[config.mk]
export PLATFORM = sky130hd
export DESIGN_NAME = banked_irq_ctrl
export DESIGN_NICKNAME = d
export VERILOG_FILES = /design/src/rtl/irqc_pkg.sv /design/src/rtl/irqc_mask_bank.sv /design/src/rtl/irqc_arbiter.sv /design/src/rtl/irqc_vec_hold.sv /design/src/rtl/banked_irq_ctrl.sv
export SDC_FILE = /design/constraint.sdc
export NUM_CORES = 1
export LEC_CHECK = 0
export BUFFER_PORTS_ARGS = -buffer_cell sky130_fd_sc_hd__buf_4
export CAP_MARGIN = 15
export CORE_ASPECT_RATIO = 0.6
export CORE_MARGIN = 4
export CORE_UTILIZATION = 50
export DETAILED_ROUTE_END_ITERATION = 8
export PLACE_DENSITY = 0.75
export SLEW_MARGIN = 10
export SYNTH_ARGS = -nofsm -noshare
export SYNTH_HDL_FRONTEND = slang
export SYNTH_SLANG_ARGS = --single-unit
[constraint.sdc]
create_clock -name clk -period 2.25 [get_ports clk]
set_clock_uncertainty 0.15 [all_clocks]
set_input_delay 0 -clock clk [delete_from_list [all_inputs] [get_ports clk]]
set_output_delay 0 -clock clk [all_outputs]
set_load 0.1 [all_outputs]
[src/rtl/irqc_pkg.sv]
// Package: shared types for the banked interrupt controller.
// Assumes each bank owns four consecutive word addresses, of which three are used.
package irqc_pkg;

    // Action taken on one bank's mask register in a given cycle.
    typedef enum logic [1:0] {
        MOP_NONE = 2'd0,
        MOP_LOAD = 2'd1,
        MOP_SET  = 2'd2,
        MOP_CLR  = 2'd3
    } mask_op_e;

    // Word offsets inside one bank's four-word slot.
    localparam logic [1:0] SLOT_LOAD = 2'd0;
    localparam logic [1:0] SLOT_SET  = 2'd1;
    localparam logic [1:0] SLOT_CLR  = 2'd2;

    // Bit of the control word that acknowledges the current interrupt.
    localparam int ACK_BIT = 0;

endpackage

[src/rtl/irqc_mask_bank.sv]
// Module: one bank of mask bits.
// Holds W mask bits, where 1 means the line is disabled. The bits can be
// loaded in full, set where the data is 1, or cleared where the data is 1.
// Assumes at most one operation per cycle, decoded by the parent.
module irqc_mask_bank
    import irqc_pkg::*;
#(
    parameter int W = 32
) (
    input  logic         clk,
    input  logic         rst_n,
    input  mask_op_e     op,
    input  logic [W-1:0] wdata,
    output logic [W-1:0] mask_q
);

    // Mask register update: resets to all disabled, then applies the op.
    always_ff @(posedge clk) begin
        if (!rst_n) begin
            mask_q <= '1;
        end else begin
            case (op)
                MOP_LOAD: mask_q <= wdata;
                MOP_SET:  mask_q <= mask_q | wdata;
                MOP_CLR:  mask_q <= mask_q & ~wdata;
                default:  mask_q <= mask_q;
            endcase
        end
    end

endmodule

[src/rtl/irqc_arbiter.sv]
// Module: fixed-priority arbiter.
// Finds the lowest-numbered asserted request and reports whether any request
// is asserted. Purely combinational. Assumes N fits in VEC_W bits.
module irqc_arbiter #(
    parameter int N     = 96,
    parameter int VEC_W = 7
) (
    input  logic [N-1:0]     req,
    output logic             any,
    output logic [VEC_W-1:0] idx
);

    // Priority search: scanning from the top down leaves the lowest index last.
    always_comb begin
        any = |req;
        idx = '0;
        for (int i = N - 1; i >= 0; i--) begin
            if (req[i]) begin
                idx = VEC_W'(i);
            end
        end
    end

endmodule

[src/rtl/irqc_vec_hold.sv]
// Module: vector latch and handshake.
// When idle, captures the arbiter winner and raises held. Keeps the vector
// frozen until ack, then clears itself so a new winner can be taken on the
// next edge. Assumes ack is a single-cycle pulse.
module irqc_vec_hold #(
    parameter int VEC_W = 7
) (
    input  logic             clk,
    input  logic             rst_n,
    input  logic             any,
    input  logic [VEC_W-1:0] idx,
    input  logic             ack,
    output logic             held,
    output logic [VEC_W-1:0] vec
);

    // Latch state: capture when idle, release only on the acknowledge.
    always_ff @(posedge clk) begin
        if (!rst_n) begin
            held <= 1'b0;
            vec  <= '0;
        end else if (held) begin
            if (ack) begin
                held <= 1'b0;
                vec  <= '0;
            end
        end else if (any) begin
            held <= 1'b1;
            vec  <= idx;
        end
    end

endmodule

[src/rtl/banked_irq_ctrl.sv]
// Module: banked maskable interrupt controller (top).
// NUM_BANKS banks of BANK_W level-sensitive lines, each bank with a mask
// register and set/clear aliases, a lowest-index arbiter, and a vector latch
// released by writing the acknowledge bit. Register map: bank b at words
// 4b..4b+2, status at word 4*NUM_BANKS, control at the next word.
// Assumes the bus reads combinationally and writes take effect at the edge.
module banked_irq_ctrl
    import irqc_pkg::*;
#(
    parameter int NUM_BANKS = 3,
    parameter int BANK_W    = 32,
    parameter int ADDR_W    = 4,
    parameter int VEC_W     = 7
) (
    input  logic                        clk,
    input  logic                        rst_n,
    input  logic                        bus_we,
    input  logic [ADDR_W-1:0]           bus_addr,
    input  logic [BANK_W-1:0]           bus_wdata,
    output logic [BANK_W-1:0]           bus_rdata,
    input  logic [NUM_BANKS*BANK_W-1:0] irq_src,
    output logic                        irq_out
);

    localparam int NUM_SRC   = NUM_BANKS * BANK_W;
    localparam int BSEL_W    = ADDR_W - 2;
    localparam int STAT_WORD = NUM_BANKS * 4;
    localparam int CTRL_WORD = STAT_WORD + 1;

    logic [NUM_SRC-1:0] mask_flat;
    logic [NUM_SRC-1:0] pending;
    logic               win_any;
    logic [VEC_W-1:0]   win_idx;
    logic               held;
    logic [VEC_W-1:0]   vec_q;
    logic               ack_pulse;
    logic [BSEL_W-1:0]  bank_sel;
    logic [1:0]         slot_sel;

    assign bank_sel = bus_addr[ADDR_W-1:2];
    assign slot_sel = bus_addr[1:0];

    // One mask bank per group of BANK_W lines, each with its own write decode.
    for (genvar b = 0; b < NUM_BANKS; b++) begin : g_bank
        mask_op_e op;

        // Bank write decode: which action, if any, this bank takes this cycle.
        always_comb begin
            op = MOP_NONE;
            if (bus_we && bank_sel == BSEL_W'(b)) begin
                case (slot_sel)
                    SLOT_LOAD: op = MOP_LOAD;
                    SLOT_SET:  op = MOP_SET;
                    SLOT_CLR:  op = MOP_CLR;
                    default:   op = MOP_NONE;
                endcase
            end
        end

        irqc_mask_bank #(.W(BANK_W)) u_bank (
            .clk    (clk),
            .rst_n  (rst_n),
            .op     (op),
            .wdata  (bus_wdata),
            .mask_q (mask_flat[b*BANK_W +: BANK_W])
        );
    end

    assign pending = irq_src & ~mask_flat;

    irqc_arbiter #(.N(NUM_SRC), .VEC_W(VEC_W)) u_arb (
        .req (pending),
        .any (win_any),
        .idx (win_idx)
    );

    assign ack_pulse = bus_we && (bus_addr == ADDR_W'(CTRL_WORD)) && bus_wdata[ACK_BIT];

    irqc_vec_hold #(.VEC_W(VEC_W)) u_hold (
        .clk   (clk),
        .rst_n (rst_n),
        .any   (win_any),
        .idx   (win_idx),
        .ack   (ack_pulse),
        .held  (held),
        .vec   (vec_q)
    );

    assign irq_out = held;

    // Read mux: status word, the control word (reads 0), or a bank mask.
    always_comb begin
        bus_rdata = '0;
        if (bus_addr == ADDR_W'(STAT_WORD)) begin
            bus_rdata[VEC_W-1:0] = vec_q;
            bus_rdata[VEC_W]     = held;
        end else if (bus_addr != ADDR_W'(CTRL_WORD) && slot_sel != 2'd3) begin
            for (int b = 0; b < NUM_BANKS; b++) begin
                if (bank_sel == BSEL_W'(b)) begin
                    bus_rdata = mask_flat[b*BANK_W +: BANK_W];
                end
            end
        end
    end

endmodule

---- Yosys cells after proc, flatten, opt, wreduce, memory -nomap -nowiden ----
Index checks and enable logic that the tools add are counted.
operators by class
  reductions and logical operators ........ 14
  eq/ne operators ......................... 18
  shift operators ......................... 0
  add/subtract/negate cells ............... 0
  bitwise gates (word level) .............. 9
  div/mod/pow operators ................... 0
  $lt $le $gt $ge ......................... 0
  muxes and demuxes ....................... 115
  multipliers ............................. 0
operators with widths
  cell                                           count
  two-way mux 7 bit                              99
  one-hot mux 32 bit (3 select lines)            3
  two-way mux 32 bit                             4
  bitwise AND 32 bit                             3
  bitwise AND 96 bit                             1
  inverter 96 bit                                1
  OR 32 bit                                      3
  OR reduction 96 bit                            1
  inverter 32 bit                                1
  two-way mux 24 bit                             1
  == test 2 bit, second input constant           8
  == test 2 x 1 -> 1 bit, second input constant  5
  nonzero test 3 bit                             3
  == test 4 bit, second input constant           2
  two-way mux 8 bit                              1
  logical AND 1 bit                              6
  two-way mux 2 bit                              3
  one-hot mux 2 bit (3 select lines)             1
  logical NOT 2 bit                              2
  inequality test 2 bit, second input constant   2
  inequality test 4 bit, second input constant   1
  two-way mux 1 bit                              3
  AND reduction 2 bit                            1
  nonzero test 2 bit                             1
storage, ports and cells
  bits in registers ....................... 104
  RAM bits ................................ 0
  word-level logic and storage cells ...... 161
  latch bits .............................. 0
  memories kept ........................... 0
  output and inout port bits .............. 33
  input port bits ......................... 135
  ROM bits ................................ 0

---- Logic depth before layout (Yosys ltp) ----
  depth after elaboration ................. 100
  gate-level depth with buffers ........... 9
  mapped depth without buffers ............ 8

---- Cells and area by module ----
From an unflattened synthesis, not the netlist that was laid out.
unflattened totals
  cell total of the unflattened synthesis .. 1049
  area, all modules ....................... 8461.9 µm²
by module, submodules not included
  module           times used  area an instance (µm²)  cells an instance
  irqc_mask_bank   3           1620.3                  179
  banked_irq_ctrl  1           1985.7                  260
  irqc_arbiter     1           1270.0                  218
  irqc_vec_hold    1           345.3                   34

---- Least setup slack after synthesis ----
OpenSTA, ideal clock, no wires.
  path type ............................... input to output
  start point ............................. input port bus_addr[2]
  end point ............................... output port bus_rdata[0]
  stages .................................. 6
  data arrival time ....................... 2.922 ns
  path buffers ............................ 2
  setup slack ............................. -0.822 ns
  cell sequence ........................... clkbuf_1 -> buf_2 -> mux2i_1 -> nor2_1 -> a21oi_1 -> o21ai_0
on the way
  longest elaborated chain between the ends .. 6
  elaborated cells between the ends (all ways) .. 11
  classes of those cells .................. eq/ne: 4; mux: 5; reduce/logical: 2
ends and longest elaborated chain
  element                          line                   text
  from (decl)                      banked_irq_ctrl.sv:18  input logic [ADDR_W-1:0] bus_addr,
  logical NOT 2 bit                banked_irq_ctrl.sv:99  if (bank_sel == BSEL_W'(b)) begin
  two-way mux 32 bit (3 in a row)  banked_irq_ctrl.sv:99
  two-way mux 32 bit               banked_irq_ctrl.sv:97  end else if (bus_addr != ADDR_W'(CTRL_WORD) && slot_sel != 2'd3) begin
  two-way mux 8 bit (*)            banked_irq_ctrl.sv:94  if (bus_addr == ADDR_W'(STAT_WORD)) begin
  to (decl)                        banked_irq_ctrl.sv:20  output logic [BANK_W-1:0] bus_rdata,
Mark *: on every way between the ends. The rest lies on a longest branch, timed or not.

---- Worst setup path in the final report ----
  start point ............................. register g_bank[2].u_bank.mask_q[7]
  end point ............................... register u_hold.vec[4]
on the way
  longest elaborated chain between the ends .. 76
  elaborated cells between the ends (all ways) .. 79
  classes of those cells .................. mux: 74; bitwise: 2; reduce/logical: 3
ends and longest elaborated chain
  element                          line                   text
  from (decl)                      irqc_mask_bank.sv:14   output logic [W-1:0] mask_q
  from (signal assigned)           irqc_mask_bank.sv:23   MOP_LOAD: mask_q <= wdata;
  from (signal assigned)           irqc_mask_bank.sv:24   MOP_SET: mask_q <= mask_q | wdata;
  from (signal assigned)           irqc_mask_bank.sv:25   MOP_CLR: mask_q <= mask_q & ~wdata;
  inverter 96 bit (*)              banked_irq_ctrl.sv:69  assign pending = irq_src & ~mask_flat;
  bitwise AND 96 bit (*)           banked_irq_ctrl.sv:69
  two-way mux 7 bit (72 in a row)  irqc_arbiter.sv:18     if (req[i]) begin
  two-way mux 7 bit                irqc_vec_hold.sv:27    end else if (any) begin
  two-way mux 7 bit                irqc_vec_hold.sv:22    end else if (held) begin
  to (signal assigned)             irqc_vec_hold.sv:29    vec <= idx;
  to (decl)                        irqc_vec_hold.sv:14    output logic [VEC_W-1:0] vec
Mark *: on every way between the ends. The rest lies on a longest branch, timed or not. The select of a mux whose other input is x is not followed.
A chain may end at the register's enable or synchronous reset.

==> impl_results.md <==
* Net Count, Synth at 1190
* Grt ovf at 0
* Clock buffer depth at 2
* Hold Path End: u_hold.vec[2]
* RR Startpoint: g_bank[2].u_bank.mask_q[7]
* M1 GR Usage at 54.2%
* TritonCTS Buffers at 9
* Slew @ Worst Pin at 603 ps
* Met2 Resource Use GR at 52.0%
* Power density over cell area at 587 nW/um^2
* Hold_ws at 76.6 ps
* Worst Setup Start Kind: register
* Crit path cell chain: and2b_2 > and4bb_2 > nand4_1 > nor4b_4 > buf_4 > a21oi_4 > nand2b_1 > a21boi_1
* Layout cells sized above 1 at 24.4%
* Pins Over Slew Limit at 0
* CTS tree: built
* Initial antenna violation count at 0
* Synth Instances at 1051
* CP Capture Type: register
* Layout area overhead at 36.7%
* Sequential area share after synthesis at 29.1%
* Post-layout power at 5750 uW
* Max-slew headroom at 59.8%
* ANT nets after route at 0
* Maxcap violations at 0
* Clock Root Buffer: clkbuf_16
* Synth top area share at 29.1%
* Clock transition at path regs at 80 ps
* Hold_sp: irq_src[9]
* #FFs+latches synth at 104
* Final wirelength at 30700 um
* Drt initial violations at 1216
* Synth Flop Type: dfxtp_1
* Die H at 101 um
* Die area at 16400 sq um
* Clk sinks at 104
* Ys async rst share at 0%
* Leak pwr at 0.00422 uW
* Die X at 162 um
* Antenna fix cells at 0
* Run status: finished, final reports clean
* Placed Cells at 1411
* Vias at 8908
* DP HPWL at 23100 um
* Cell Area, Synth at 7160 sq um
* Worst hold path type: input pin to register
* Design area at 9790 sq um
* R2R cell count at 8
* Tmin final at 2240 ps
* First-pass iteration count of the detailed router at 5
* Placed cell area at 9020 sq um
* CP Data Required Time at 2390 ps
* Vias in the first global route at 8262
* Worst ir drop on vdd at 0.000386 V
* CP bufs+invs at 1
* Ports at 168
* Starting Density at 51.8%
* GR Util met3 at 12.5%
* Final period util at 99.6%
* WS Path Type: register to register
* Non-Filler Instances at 1470
* Cell family with most CP delay: simple AND/OR/NAND/NOR gates
* Avg WL per Cell at 20.9 um
* Fmax at 446 MHz
* R2R Setup Slk at 10 ps
* CTS HTree Levels at 3
* First-pass GRT wire length at 46500 um
* Synth warn at 0
* Worst Path Arrival at 2380 ps
* CORE AREA at 13800 sq um
* Hold depth at 6
* Largest stage delay, worst path at 340 ps
* Gpl congestion at 1.01
* Post-route DRC at 0
* Rows at 33
* Area contributors post-synth: dfxtp_1 (29%), nor2_1 (9.1%), o21ai_0 (8.4%)
* Final nets at 1412
* Largest area contributor in the netlist: dfxtp_1
* Average cell area after synthesis at 6.81 sq um
* Worst Path Max Fanout at 5
* Pin count of the biggest net entering global routing at 41
* Yosys cell types at 62
* Clk_lat worst skew at 360 ps
* Final Hold Viols at 0
* Vias per std cell at 6.06
* Post-synth EDFFs at 0
* Total track usage at 36.7%
* PortBufs at 167
* GR peak layer: met1
* Slowest CP cell: dfxtp_2
* Final setup vio count at 0
* RR Endpoint: u_hold.vec[4]
sequential cells by signal, indices dropped and copies added, names as in the netlist:
name	flops
u_hold.vec	7
u_hold.held	1
g_bank.u_bank.mask_q	96
per-layer routing:
layer  share of wire (%)  vias to the layer above
met3                  16                       55
li1                    -                     4103
met4                 1.7                        0
met5                   0                        -
met2                  39                      717
met1                  43                     4033
repair_timing:
| action | CTS | global route |
|---|---|---|
| endpoints found under the setup margin | 2 | 8 |
| endpoints found under the hold margin | 103 | 0 |
| pin swaps | 2 | 11 |
| resized for setup | 2 | 20 |
| buffers inserted | 0 | 5 |
| hold buffers | 38 | 0 |
synthesized netlist by cell type (all sizes together) (12+ instances only):
cell	instances
a21oi	48
clkbuf	48
dfxtp	104
inv	15
mux2i	32
nand2	137
nand2b	67
nand3	103
nand4	14
nor2	174
nor2b	60
nor4	12
o21ai	129
worst register-to-register path, cell delays in order, from the launching register on:
cell,delay (ps)
dfxtp_2,340
and2b_2,240
and4bb_2,340
nand4_1,240
nor4b_4,330
buf_4,180
a21oi_4,80
nand2b_1,150
a21boi_1,120
where the power goes:
group	switching, uW	internal [uW]
Sequential	95.7	1950
Clock	765	787
Combinational	1370	787
cells by family (layout without fill, tap and decap cells):
kind of cell	Yosys count	in the layout	share of synthesized area, %
flip-flops	104	104	29.1
multiplexers	32	32	4.47
adder cells (fa/ha/maj)	4	4	0.699
AO/OA/AOI/OAI	238	238	20.1
AND/OR/NAND/NOR	603	603	41.9
buffers and inverters	70	297	3.72
worst max-delay path by stage:
stage | from | to | slack, ps | cells past startpoint
after floorplan | bus_addr[2] | bus_rdata[0] | -70 | 6
after global placement | g_bank[0].u_bank.mask_q[25] | u_hold.vec[1] | -40 | 8
after detailed placement | g_bank[2].u_bank.mask_q[7] | u_hold.vec[5] | 10 | 7
after CTS | g_bank[2].u_bank.mask_q[7] | u_hold.vec[5] | 20 | 7
after global routing | g_bank[2].u_bank.mask_q[7] | u_hold.vec[1] | -7 | 8
final | g_bank[2].u_bank.mask_q[7] | u_hold.vec[4] | 10 | 8
per-stage QoR:
step | setup WS, ps | setup TNS, ps | util, %
finish | 9.63 | 0 | 70.8
global route | -7.43 | -11.6 | 70.8
CTS | 16.7 | 0 | 70.1
detailed placement | 13.7 | 0 | 65.2
global placement | -37.3 | -37.3 | 65.2
floorplan | -66.0 | -207 | -
cells in the final DEF (no fill, tap or decap), drive strengths merged, types with 6 or more instances in the layout:
master	instances
nor2b	60
nor4	12
nor3	6
mux2i	32
a21oi	48
nand2	137
o211ai	7
o21ai	129
clkbuf	10
nand2b	67
buf	228
nor2	174
dfxtp	104
a211oi	10
a2111oi	8
nand4	14
nand3	103
inv	16
dlygate4sd3	38
final cells by class:
type                       count  area (sq um)
tap                          192           240
multi-input combinational    877          4980
sequential                   104          2090
inverter                      15          56.3
timing repair buffer         266          2140
clock inverter                 6          43.8
clock buffer                  10           239
fill                        1182          4040
Power figures use the tool's default switching activity.
